### src/rtl/nec_ir_pkg.sv
package nec_ir_pkg;

  localparam int CODE_BITS = 32;
  localparam int CNT_W     = 11;
  localparam int LVL_W     = 2;

  localparam int OFS_ENABLE = 'h04;
  localparam int OFS_CTRL   = 'h08;
  localparam int OFS_INTEN  = 'h10;
  localparam int OFS_STATUS = 'h14;
  localparam int OFS_CODE   = 'h30;
  localparam int OFS_COUNT  = 'h34;

  localparam logic [31:0] CTRL_MASK = 32'h0037_FF00;

  typedef enum logic [2:0] {
    ST_IDLE,
    ST_LEAD_M,
    ST_LEAD_S,
    ST_BIT_M,
    ST_BIT_S,
    ST_STOP_M,
    ST_RPT_M
  } fr_state_e;

  // True when a pulse of len ticks lies within nominal +/- nominal/5
  function automatic logic in_window(input int unsigned len, input int unsigned nom);
    int unsigned lo;
    int unsigned hi;
    lo = nom - nom / 5;
    hi = nom + nom / 5;
    return (len >= lo) && (len <= hi);
  endfunction

  // Consecutive stable samples needed before an edge is accepted
  function automatic int unsigned degl_need(input logic [LVL_W-1:0] lvl);
    return 32'd1 << lvl;
  endfunction

endpackage

### src/rtl/nec_ir_tick.sv
module nec_ir_tick #(
  parameter int DIV = 4
) (
  input  logic clk,
  input  logic rst_n,
  output logic tick
);
  localparam int CW = (DIV > 1) ? $clog2(DIV) : 1;
  localparam logic [CW-1:0] LAST = CW'(DIV - 1);

  logic [CW-1:0] cnt;

  always_ff @(posedge clk or negedge rst_n) begin
    if (!rst_n) cnt <= '0;
    else if (cnt == LAST) cnt <= '0;
    else cnt <= cnt + 1'b1;
  end

  assign tick = (cnt == LAST);
endmodule

### src/rtl/nec_ir_deglitch.sv
module nec_ir_deglitch
  import nec_ir_pkg::*;
(
  input  logic             clk,
  input  logic             rst_n,
  input  logic             tick,
  input  logic             raw_in,
  input  logic [LVL_W-1:0] level,
  output logic             accept,
  output logic             new_level
);
  logic s1, s2, filt;
  logic [3:0] run;
  logic differs;

  always_ff @(posedge clk or negedge rst_n) begin
    if (!rst_n) begin
      s1 <= 1'b0;
      s2 <= 1'b0;
    end else begin
      s1 <= raw_in;
      s2 <= s1;
    end
  end

  assign differs   = (s2 != filt);
  assign accept    = tick && differs && ((32'(run) + 32'd1) >= degl_need(level));
  assign new_level = s2;

  always_ff @(posedge clk or negedge rst_n) begin
    if (!rst_n) begin
      filt <= 1'b0;
      run  <= '0;
    end else if (tick) begin
      if (accept) begin
        filt <= s2;
        run  <= '0;
      end else if (differs) begin
        run <= run + 1'b1;
      end else begin
        run <= '0;
      end
    end
  end
endmodule

### src/rtl/nec_ir_framer.sv
module nec_ir_framer
  import nec_ir_pkg::*;
#(
  parameter int LEAD_MARK  = 160,
  parameter int LEAD_SPACE = 80,
  parameter int RPT_SPACE  = 40,
  parameter int BIT_MARK   = 10,
  parameter int ZERO_SPACE = 10,
  parameter int ONE_SPACE  = 30
) (
  input  logic                 clk,
  input  logic                 rst_n,
  input  logic                 en,
  input  logic                 tick,
  input  logic                 accept,
  input  logic                 new_level,
  input  logic [CNT_W-1:0]     wd_start,
  output logic                 frame_ok,
  output logic                 rpt_ok,
  output logic                 abort_evt,
  output logic [CODE_BITS-1:0] code,
  output logic [7:0]           nbits
);
  localparam int NB_W = $clog2(CODE_BITS) + 1;
  localparam logic [NB_W-1:0] LAST_BIT = NB_W'(CODE_BITS - 1);
  localparam logic [CNT_W-1:0] CNT_MAX = '1;

  fr_state_e st, st_n;
  logic [CNT_W-1:0] cnt, wd;
  logic [NB_W-1:0]  nbit;
  logic [CODE_BITS-1:0] shreg;
  int unsigned len;
  logic ok_n, rpt_n, bit_take, bit_v, bad_pulse, wd_expire;

  assign len = 32'(cnt) + 32'd1;

  always_comb begin
    st_n     = st;
    ok_n     = 1'b0;
    rpt_n    = 1'b0;
    bit_take = 1'b0;
    bit_v    = 1'b0;
    if (accept) begin
      case (st)
        ST_IDLE:   if (new_level) st_n = ST_LEAD_M;
        ST_LEAD_M: st_n = (!new_level && in_window(len, LEAD_MARK)) ? ST_LEAD_S : ST_IDLE;
        ST_LEAD_S: begin
          if (new_level && in_window(len, LEAD_SPACE)) st_n = ST_BIT_M;
          else if (new_level && in_window(len, RPT_SPACE)) st_n = ST_RPT_M;
          else st_n = ST_IDLE;
        end
        ST_BIT_M:  st_n = (!new_level && in_window(len, BIT_MARK)) ? ST_BIT_S : ST_IDLE;
        ST_BIT_S: begin
          if (new_level && (in_window(len, ZERO_SPACE) || in_window(len, ONE_SPACE))) begin
            bit_take = 1'b1;
            bit_v    = in_window(len, ONE_SPACE);
            st_n     = (nbit == LAST_BIT) ? ST_STOP_M : ST_BIT_M;
          end else begin
            st_n = ST_IDLE;
          end
        end
        ST_STOP_M: begin
          ok_n = !new_level && in_window(len, BIT_MARK);
          st_n = ST_IDLE;
        end
        ST_RPT_M: begin
          rpt_n = !new_level && in_window(len, BIT_MARK);
          st_n  = ST_IDLE;
        end
        default:   st_n = ST_IDLE;
      endcase
    end
  end

  assign bad_pulse = accept && (st != ST_IDLE) && (st_n == ST_IDLE) && !ok_n && !rpt_n;
  assign wd_expire = tick && !accept && (st != ST_IDLE) && (wd == '0);

  always_ff @(posedge clk or negedge rst_n) begin
    if (!rst_n) begin
      st        <= ST_IDLE;
      cnt       <= '0;
      wd        <= '0;
      nbit      <= '0;
      shreg     <= '0;
      frame_ok  <= 1'b0;
      rpt_ok    <= 1'b0;
      abort_evt <= 1'b0;
    end else begin
      frame_ok  <= 1'b0;
      rpt_ok    <= 1'b0;
      abort_evt <= 1'b0;
      if (!en) begin
        st        <= ST_IDLE;
        abort_evt <= (st != ST_IDLE);
      end else if (tick) begin
        if (accept) begin
          cnt       <= '0;
          wd        <= wd_start;
          st        <= st_n;
          frame_ok  <= ok_n;
          rpt_ok    <= rpt_n;
          abort_evt <= bad_pulse;
          if (st == ST_IDLE) nbit <= '0;
          if (bit_take) begin
            shreg <= {bit_v, shreg[CODE_BITS-1:1]};
            nbit  <= nbit + 1'b1;
          end
        end else begin
          if (cnt != CNT_MAX) cnt <= cnt + 1'b1;
          if (wd_expire) begin
            st        <= ST_IDLE;
            abort_evt <= 1'b1;
          end else if (st != ST_IDLE) begin
            wd <= wd - 1'b1;
          end
        end
      end
    end
  end

  assign code  = shreg;
  assign nbits = 8'(nbit);
endmodule

### src/rtl/nec_ir_regs.sv
module nec_ir_regs
  import nec_ir_pkg::*;
#(
  parameter int ADDR_W = 8,
  parameter logic [CNT_W-1:0] WD_DEFAULT = 11'h21C
) (
  input  logic                 clk,
  input  logic                 rst_n,
  input  logic [ADDR_W-1:0]    bus_addr,
  input  logic                 bus_we,
  input  logic [31:0]          bus_wdata,
  output logic [31:0]          bus_rdata,
  input  logic                 frame_ok,
  input  logic                 rpt_ok,
  input  logic [CODE_BITS-1:0] code_in,
  input  logic [7:0]           nbits_in,
  output logic                 en,
  output logic                 inten,
  output logic                 status,
  output logic [LVL_W-1:0]     degl_lvl,
  output logic [CNT_W-1:0]     wd_start,
  output logic [CODE_BITS-1:0] code_q,
  output logic                 rpt_flag,
  output logic                 irq
);
  localparam logic [31:0] CTRL_RESET = 32'(WD_DEFAULT) << 8;

  logic [31:0] ctrl_q;
  logic [7:0]  nbits_q;

  function automatic logic hit(input logic [ADDR_W-1:0] a, input int ofs);
    return a == ADDR_W'(ofs);
  endfunction

  always_ff @(posedge clk or negedge rst_n) begin
    if (!rst_n) begin
      en       <= 1'b0;
      inten    <= 1'b0;
      status   <= 1'b0;
      ctrl_q   <= CTRL_RESET;
      code_q   <= '0;
      rpt_flag <= 1'b0;
      nbits_q  <= '0;
    end else begin
      if (bus_we && hit(bus_addr, OFS_ENABLE)) en <= bus_wdata[0];
      if (bus_we && hit(bus_addr, OFS_CTRL))   ctrl_q <= bus_wdata & CTRL_MASK;
      if (bus_we && hit(bus_addr, OFS_INTEN))  inten <= bus_wdata[0];
      if (frame_ok || rpt_ok) status <= 1'b1;
      else if (bus_we && hit(bus_addr, OFS_STATUS) && bus_wdata[0]) status <= 1'b0;
      if (frame_ok) begin
        code_q   <= code_in;
        rpt_flag <= 1'b0;
        nbits_q  <= nbits_in;
      end else if (rpt_ok) begin
        rpt_flag <= 1'b1;
        nbits_q  <= 8'd0;
      end
    end
  end

  assign degl_lvl = ctrl_q[21:20];
  assign wd_start = ctrl_q[18:8];
  assign irq      = status & inten;

  always_comb begin
    bus_rdata = '0;
    if (hit(bus_addr, OFS_ENABLE))      bus_rdata = {31'd0, en};
    else if (hit(bus_addr, OFS_CTRL))   bus_rdata = ctrl_q;
    else if (hit(bus_addr, OFS_INTEN))  bus_rdata = {31'd0, inten};
    else if (hit(bus_addr, OFS_STATUS)) bus_rdata = {31'd0, status};
    else if (hit(bus_addr, OFS_CODE))   bus_rdata = code_q;
    else if (hit(bus_addr, OFS_COUNT))  bus_rdata = {15'd0, rpt_flag, 8'd0, nbits_q};
  end
endmodule

### src/rtl/nec_ir_rx.sv
module nec_ir_rx
  import nec_ir_pkg::*;
#(
  parameter int TICK_DIV   = 1125,
  parameter int LEAD_MARK  = 160,
  parameter int LEAD_SPACE = 80,
  parameter int RPT_SPACE  = 40,
  parameter int BIT_MARK   = 10,
  parameter int ZERO_SPACE = 10,
  parameter int ONE_SPACE  = 30
) (
  input  logic        clk,
  input  logic        rst_n,
  input  logic [7:0]  bus_addr,
  input  logic        bus_we,
  input  logic [31:0] bus_wdata,
  output logic [31:0] bus_rdata,
  input  logic        ir_in,
  output logic        irq
);
  logic tick, accept, new_level;
  logic frame_ok, rpt_ok, abort_evt;
  logic en, inten, status, rpt_flag;
  logic [LVL_W-1:0] degl_lvl;
  logic [CNT_W-1:0] wd_start;
  logic [CODE_BITS-1:0] fr_code, code_q;
  logic [7:0] fr_nbits;

  nec_ir_tick #(.DIV(TICK_DIV)) u_tick (
    .clk(clk), .rst_n(rst_n), .tick(tick)
  );

  nec_ir_deglitch u_degl (
    .clk(clk), .rst_n(rst_n), .tick(tick), .raw_in(ir_in),
    .level(degl_lvl), .accept(accept), .new_level(new_level)
  );

  nec_ir_framer #(
    .LEAD_MARK(LEAD_MARK), .LEAD_SPACE(LEAD_SPACE), .RPT_SPACE(RPT_SPACE),
    .BIT_MARK(BIT_MARK), .ZERO_SPACE(ZERO_SPACE), .ONE_SPACE(ONE_SPACE)
  ) u_framer (
    .clk(clk), .rst_n(rst_n), .en(en), .tick(tick), .accept(accept),
    .new_level(new_level), .wd_start(wd_start), .frame_ok(frame_ok),
    .rpt_ok(rpt_ok), .abort_evt(abort_evt), .code(fr_code), .nbits(fr_nbits)
  );

  nec_ir_regs #(.ADDR_W(8)) u_regs (
    .clk(clk), .rst_n(rst_n), .bus_addr(bus_addr), .bus_we(bus_we),
    .bus_wdata(bus_wdata), .bus_rdata(bus_rdata), .frame_ok(frame_ok),
    .rpt_ok(rpt_ok), .code_in(fr_code), .nbits_in(fr_nbits), .en(en),
    .inten(inten), .status(status), .degl_lvl(degl_lvl), .wd_start(wd_start),
    .code_q(code_q), .rpt_flag(rpt_flag), .irq(irq)
  );
endmodule

### config.mk
export PLATFORM = sky130hd
export DESIGN_NAME = nec_ir_rx
export DESIGN_NICKNAME = d
export VERILOG_FILES = /design/src/rtl/nec_ir_pkg.sv /design/src/rtl/nec_ir_tick.sv /design/src/rtl/nec_ir_deglitch.sv /design/src/rtl/nec_ir_framer.sv /design/src/rtl/nec_ir_regs.sv /design/src/rtl/nec_ir_rx.sv
export SDC_FILE = /design/constraint.sdc
export NUM_CORES = 1
export LEC_CHECK = 0
export CAP_MARGIN = 30
export CORE_MARGIN = 2
export CORE_UTILIZATION = 40
export DETAILED_ROUTE_END_ITERATION = 8
export PLACE_DENSITY = 0.69
export SYNTH_ARGS = -nofsm -noshare
export SYNTH_HDL_FRONTEND = slang
export SYNTH_SLANG_ARGS = --single-unit
### constraint.sdc
create_clock -name clk -period 6.3 [get_ports clk]
set_input_delay 0.63 -clock clk [delete_from_list [all_inputs] [get_ports clk]]
set_output_delay 0.63 -clock clk [all_outputs]
set_load 0.02 [all_outputs]
# == After elaboration in Yosys (flattened, before gate mapping) ==
# Index checks and enable logic that the tools add are counted.
# word_totals
ff_bits,140
output_inout_bits,33
# classes
add_sub_neg,7
magnitude_cmp,11
n_eq_ne,20
shift,1
n_mux,47
bitwise,1
reduce_logical,38
# op_table
operator,n
32-bit 2-to-1 mux,5
11-bit 2-to-1 mux,6
32-bit by 6-bit <= comparator with 1-bit output (second input constant),2
32-bit greater-or-equal comparator,1
32-bit by 4-bit greater-or-equal comparator with 1-bit output (second input constant),1
32-bit by 5-bit greater-or-equal comparator with 1-bit output (second input constant),1
32-bit by 6-bit greater-or-equal comparator with 1-bit output (second input constant),1
32-bit by 7-bit greater-or-equal comparator with 1-bit output (second input constant),1
32-bit by 8-bit greater-or-equal comparator with 1-bit output (second input constant),1
32-bit by 4-bit <= comparator with 1-bit output (second input constant),1
32-bit by 7-bit <= comparator with 1-bit output (second input constant),1
32-bit by 8-bit <= comparator with 1-bit output (second input constant),1
1-bit by 2-bit left shift with 32-bit output (first input constant),1
3-bit 2-to-1 mux,10
11-bit by 1-bit adder with 11-bit output (second input constant),2
1-bit logical AND,20
1-bit 2-to-1 mux,17
17-bit 2-to-1 mux,1
8-bit by 5-bit == test with 1-bit output (second input constant),2
8-bit by 6-bit == test with 1-bit output (second input constant),2
8-bit 2-to-1 mux,2
3-bit one-hot mux with 5 select lines,1
11-bit by 1-bit adder with 12-bit output (second input constant),1
6-bit 2-to-1 mux,2
29 further kinds,42

# == Longest topological paths before layout ==
# depth
depth_word,11
ltp_mapped,11
ltp_nobuf,9

# == Cells and area by module ==
# From an unflattened synthesis, not the netlist that was laid out.
# hier_totals
cells_unflattened,656
area_unflattened_um2,7219.4
# modules_own_cells
module,instances,cells_each,area_per_inst_um2,seq_area_each_um2
nec_ir_framer,1,369,3628.5,1651.6
nec_ir_regs,1,197,2650.0,1431.4
nec_ir_tick,1,50,529.3,275.3
nec_ir_deglitch,1,40,411.6,175.2

# == Worst setup path before layout ==
# Ideal clock, no wire load.
# synth_path
kind,input to output
startpoint,in bus_addr[1]
endpoint,out bus_rdata[10]
t_arrival_ns,2.091
t_required_ns,5.670
slack_ns,3.579
stages,5
path_cell_list,nor4_1 > nand2b_1 > nor4b_2 > clkbuf_1 > a22o_1
# synth_between
elab_chain_cells,6
word_cells_on_any_way,10
# synth_rtl
item,line,source
start: declaration,nec_ir_rx.sv:14,"input logic [7:0] bus_addr,"
8-bit by 6-bit == test with 1-bit output,nec_ir_regs.sv:32,return a == ADDR_W'(ofs);
32-bit 2-to-1 mux,nec_ir_regs.sv:71,"else if (hit(bus_addr, OFS_CODE)) bus_rdata = code_q;"
32-bit 2-to-1 mux,nec_ir_regs.sv:70,"else if (hit(bus_addr, OFS_STATUS)) bus_rdata = {31'd0, status};"
32-bit 2-to-1 mux,nec_ir_regs.sv:69,"else if (hit(bus_addr, OFS_INTEN)) bus_rdata = {31'd0, inten};"
32-bit 2-to-1 mux,nec_ir_regs.sv:68,"else if (hit(bus_addr, OFS_CTRL)) bus_rdata = ctrl_q;"
32-bit 2-to-1 mux *,nec_ir_regs.sv:67,"if (hit(bus_addr, OFS_ENABLE)) bus_rdata = {31'd0, en};"
end: declaration,nec_ir_rx.sv:17,"output logic [31:0] bus_rdata,"
# Every way passes the cells marked *; elsewhere a longest branch is shown, timed or not.

# == Worst setup path in the final report ==
# layout_path
startpoint,reg u_degl.run[0]
endpoint,"reg u_framer.shreg[2], in the netlist u_framer.code[2]"
# layout_between
elab_chain_cells,5
# layout_rtl
item,line,source
start: declaration,nec_ir_deglitch.sv:13,logic [3:0] run;
start signal: assignment,nec_ir_deglitch.sv:39,run <= run + 1'b1;
4-bit by 1-bit adder with 5-bit output *,nec_ir_deglitch.sv:27,assign accept = tick && differs && ((32'(run) + 32'd1) >= degl_need(level));
32-bit greater-or-equal comparator *,nec_ir_deglitch.sv:27,
1-bit logical AND *,nec_ir_deglitch.sv:27,
1-bit 2-to-1 mux,nec_ir_framer.sv:43,if (accept) begin
4-bit AND reduction (no line) *,n/a,
end signal: assignment,nec_ir_framer.sv:105,"shreg <= {bit_v, shreg[CODE_BITS-1:1]};"
end: declaration,nec_ir_framer.sv:31,logic [CODE_BITS-1:0] shreg;
# Marks and branches as above.
# A chain may end at the register's enable or synchronous reset.

==> run summary <==
Max Cap Violations = 0
chip width = 136 µm
DIE HEIGHT = 136 µm
initial core utilization = 0.407
worst path cell trace = ha_1 -> xor2_1 -> ha_1 -> o21ai_0 -> o21ai_1 -> and2_1 -> nand4_4 -> mux2_1
max_slew headroom = 0.377
IO Pins = 77
WL final = 15200 µm
sequential cell area fraction in the yosys report = 0.495
Critical Path Fanout Max = 34
Detail Route Antenna Nets = 0
library cells used by synthesis = 73
Via Count = 4997
number of antenna cells inserted = 0
clock sinks = 138
worst flop-to-flop path startpoint = u_degl.run[0]
arrival time at the worst endpoint = 4080 ps
status = finished clean
DP Wirelength = 10200 µm
Finished Core Util = 0.484
row count = 48
number of remaining DRC errors = 0
CP Capture Type = flop
delay-heaviest family, CP = simple AND/OR/NAND/NOR gates
Placer Congestion = 0.847
Setup-failing EPs final = 0
fraction of layout instances using a drive strength above 1 = 0.177
Synth Area per Inst = 11.2 µm²
post-synthesis cell count = 625
CP bufs+invs = 0
Hold Slack = 235 ps
H-tree Lvls = 4
final net count = 730
Worst-Margin Slew = 933 ps
Critical Path Start Type = flop
antenna violations before repair = 0
Post-CTS Resized = 0
Critical Path Most Common Cell = ha_1
port bufs = 58
Main synth FF type = dfrtp_1
critical path's slowest cell = nand4_4
multi-input combinational cell area = 0.00335 mm²
Final Max Slew Viols = 0
Critical Path Max Stage Delay = 780 ps
WS Path Type = reg2reg
GRT Overall Usage = 0.175
first-pass iteration count of the detailed router = 6
Reg clk slew, reported paths = 60 ps
first-pass GRT wire length = 25900 µm
CTS Buf Count = 17
vias in the first global route = 5182
min Tclk post-route = 3780 ps
class of the worst hold path = in2async
R2R Path End = u_framer.code[2]
hold_buf cts = 0
synth warn = 0
PD cells = 228 mW/mm²
CTS tree = yes
wire per inst = 16.7 µm
post-synthesis register bit count = 138
FF-to-FF setup slack = 2520 ps
Setup Skew = 8.62 ps
GRT overflow = 0
# fillers = 1561
Clock Tree Buf Depth = 2
vias per std cell = 5.47
post-CTS setup buffers = 0
Die Area = 0.0185 mm²
most frequent cells in the layout = dfrtp_1, clkdlybuf4s50_1, nand2_1
commonest non-fill, non-tap cell in the layout = dfrtp_1
Reg2Reg Depth = 8
Reg area = 0.00346 mm²
Achievable Freq = 265 MHz
CTS root buffer = clkbuf_16
Core Box Area = 0.0172 mm²
CP required = 6600 ps
Synth Net Count = 680
Post-Syn Area = 0.00699 mm²
leakage = 0.00374 µW
Syn-to-layout area delta = 18.9%
Final Cycle Share = 0.600
FFs w/ async S/R, synth = 1.00
Worst VDD drop = 0.000168 V
DR iter-0 viols = 227
EDFF count, synth = 0
Final Hold Vio Count = 0
Cell Count Post-Placement = 881
unrepaired setup endpoints after global routing = false
post-route insts no fill = 913
clock latency on the worst-skew pair = 420 ps
largest net degree at the start of global routing = 75
final setup TNS = 0 ps
[per-stage QoR]
step                cell area (µm²)  power, µW  worst slack [ps]
finish                         8310       1900              2520
global route                   8310       1960              2230
CTS                            8310       1910              2480
detailed placement             7740        964              2510
global placement               7740        962              2540
floorplan                      6990        923              3580
[cell type report]
| class | count | share of cell area |
|---|---|---|
| Timing Repair Buffer | 63 | 0.0745 |
| Tap cell | 225 | 0.0339 |
| Multi-Input combinational cell | 445 | 0.403 |
| Clock buffer | 17 | 0.0512 |
| Clock inverter | 15 | 0.0170 |
| Sequential cell | 138 | 0.416 |
| Inverter | 10 | 0.00452 |
[registers in the layout (all words and copies together), names as in the netlist, 3 cells and up]
signal / cells
u_framer.wd: 11
u_regs.code_q: 32
u_framer.cnt: 11
u_regs.ctrl_q: 13
u_framer.code: 32
u_regs.nbits_q: 6
u_degl.run: 4
u_tick.cnt: 11
u_framer.st: 3
u_framer.nbit: 6
[worst max path at each step]
stage | startpoint | to | slack [ps] | cells past startpoint
2_1_floorplan | bus_addr[1] | bus_rdata[10] | 3580 | 5
3_3_place_gp | u_degl.run[0] | u_framer.code[3] | 2540 | 8
3_5_place_dp | u_degl.run[0] | u_framer.code[2] | 2510 | 8
4_1_cts | u_degl.run[0] | u_framer.code[2] | 2480 | 8
5_1_grt | u_degl.run[0] | u_framer.code[2] | 2230 | 8
6_report | u_degl.run[0] | u_framer.code[2] | 2520 | 8
[cells in the mapped netlist, types with 3 or more instances]
| library cell | n | share of area |
|---|---|---|
| and2_1 | 21 | 0.019 |
| o2bb2ai_1 | 4 | 0.0050 |
| nor3b_1 | 6 | 0.0064 |
| xnor2_1 | 10 | 0.013 |
| o21ai_0 | 23 | 0.016 |
| nand2_1 | 37 | 0.020 |
| nor3_1 | 15 | 0.011 |
| a21oi_1 | 24 | 0.017 |
| nand4b_1 | 3 | 0.0038 |
| dfrtp_1 | 134 | 0.48 |
| nor2_1 | 31 | 0.017 |
| nand3b_1 | 5 | 0.0054 |
| a31oi_1 | 7 | 0.0063 |
| dfstp_2 | 4 | 0.015 |
| mux2i_1 | 3 | 0.0043 |
| a22o_1 | 22 | 0.028 |
| or3_1 | 10 | 0.0090 |
| mux2_1 | 17 | 0.027 |
| ha_1 | 11 | 0.020 |
| buf_2 | 6 | 0.0043 |
| inv_1 | 9 | 0.0048 |
| nand2b_1 | 18 | 0.016 |
| o31ai_1 | 3 | 0.0032 |
| mux2_2 | 35 | 0.056 |
| or3b_2 | 3 | 0.0038 |
| nand4_1 | 5 | 0.0045 |
| buf_6 | 3 | 0.0048 |
| nand3_1 | 23 | 0.016 |
| xor2_1 | 7 | 0.0088 |
| clkbuf_1 | 21 | 0.011 |
| and3_1 | 8 | 0.0072 |
| o21ai_1 | 20 | 0.014 |
| mux2_4 | 27 | 0.058 |
[metal layers]
| metal | GRT usage | up-vias | part of all wire |
|---|---|---|---|
| met3 | 0.0347 | 27 | 0.035 |
| met4 | 0.0654 | 0 | 0.020 |
| li1 | - | 2365 | - |
| met2 | 0.306 | 93 | 0.50 |
| met1 | 0.214 | 2512 | 0.44 |
| met5 | 0 | - | 0 |
[report_power, final]
part / internal, µW / switching (µW) / leakage [µW]
Clock: 548 / 404 / 0.000259
Combinational: 20.5 / 25.8 / 0.00159
Sequential: 893 / 6.82 / 0.00189
Total: 1460 / 436 / 0.00374
[cells by family after synthesis]
| logic type | Yosys count | share of synthesized area |
|---|---|---|
| AO/OA/AOI/OAI | 124 | 0.117 |
| AND/OR/NAND/NOR | 211 | 0.174 |
| buffers and inverters | 42 | 0.0269 |
| XOR/XNOR | 17 | 0.0213 |
| multiplexers | 82 | 0.146 |
| flip-flops | 138 | 0.495 |
| adder cells (fa/ha/maj) | 11 | 0.0197 |
Power figures use the tool's default switching activity.
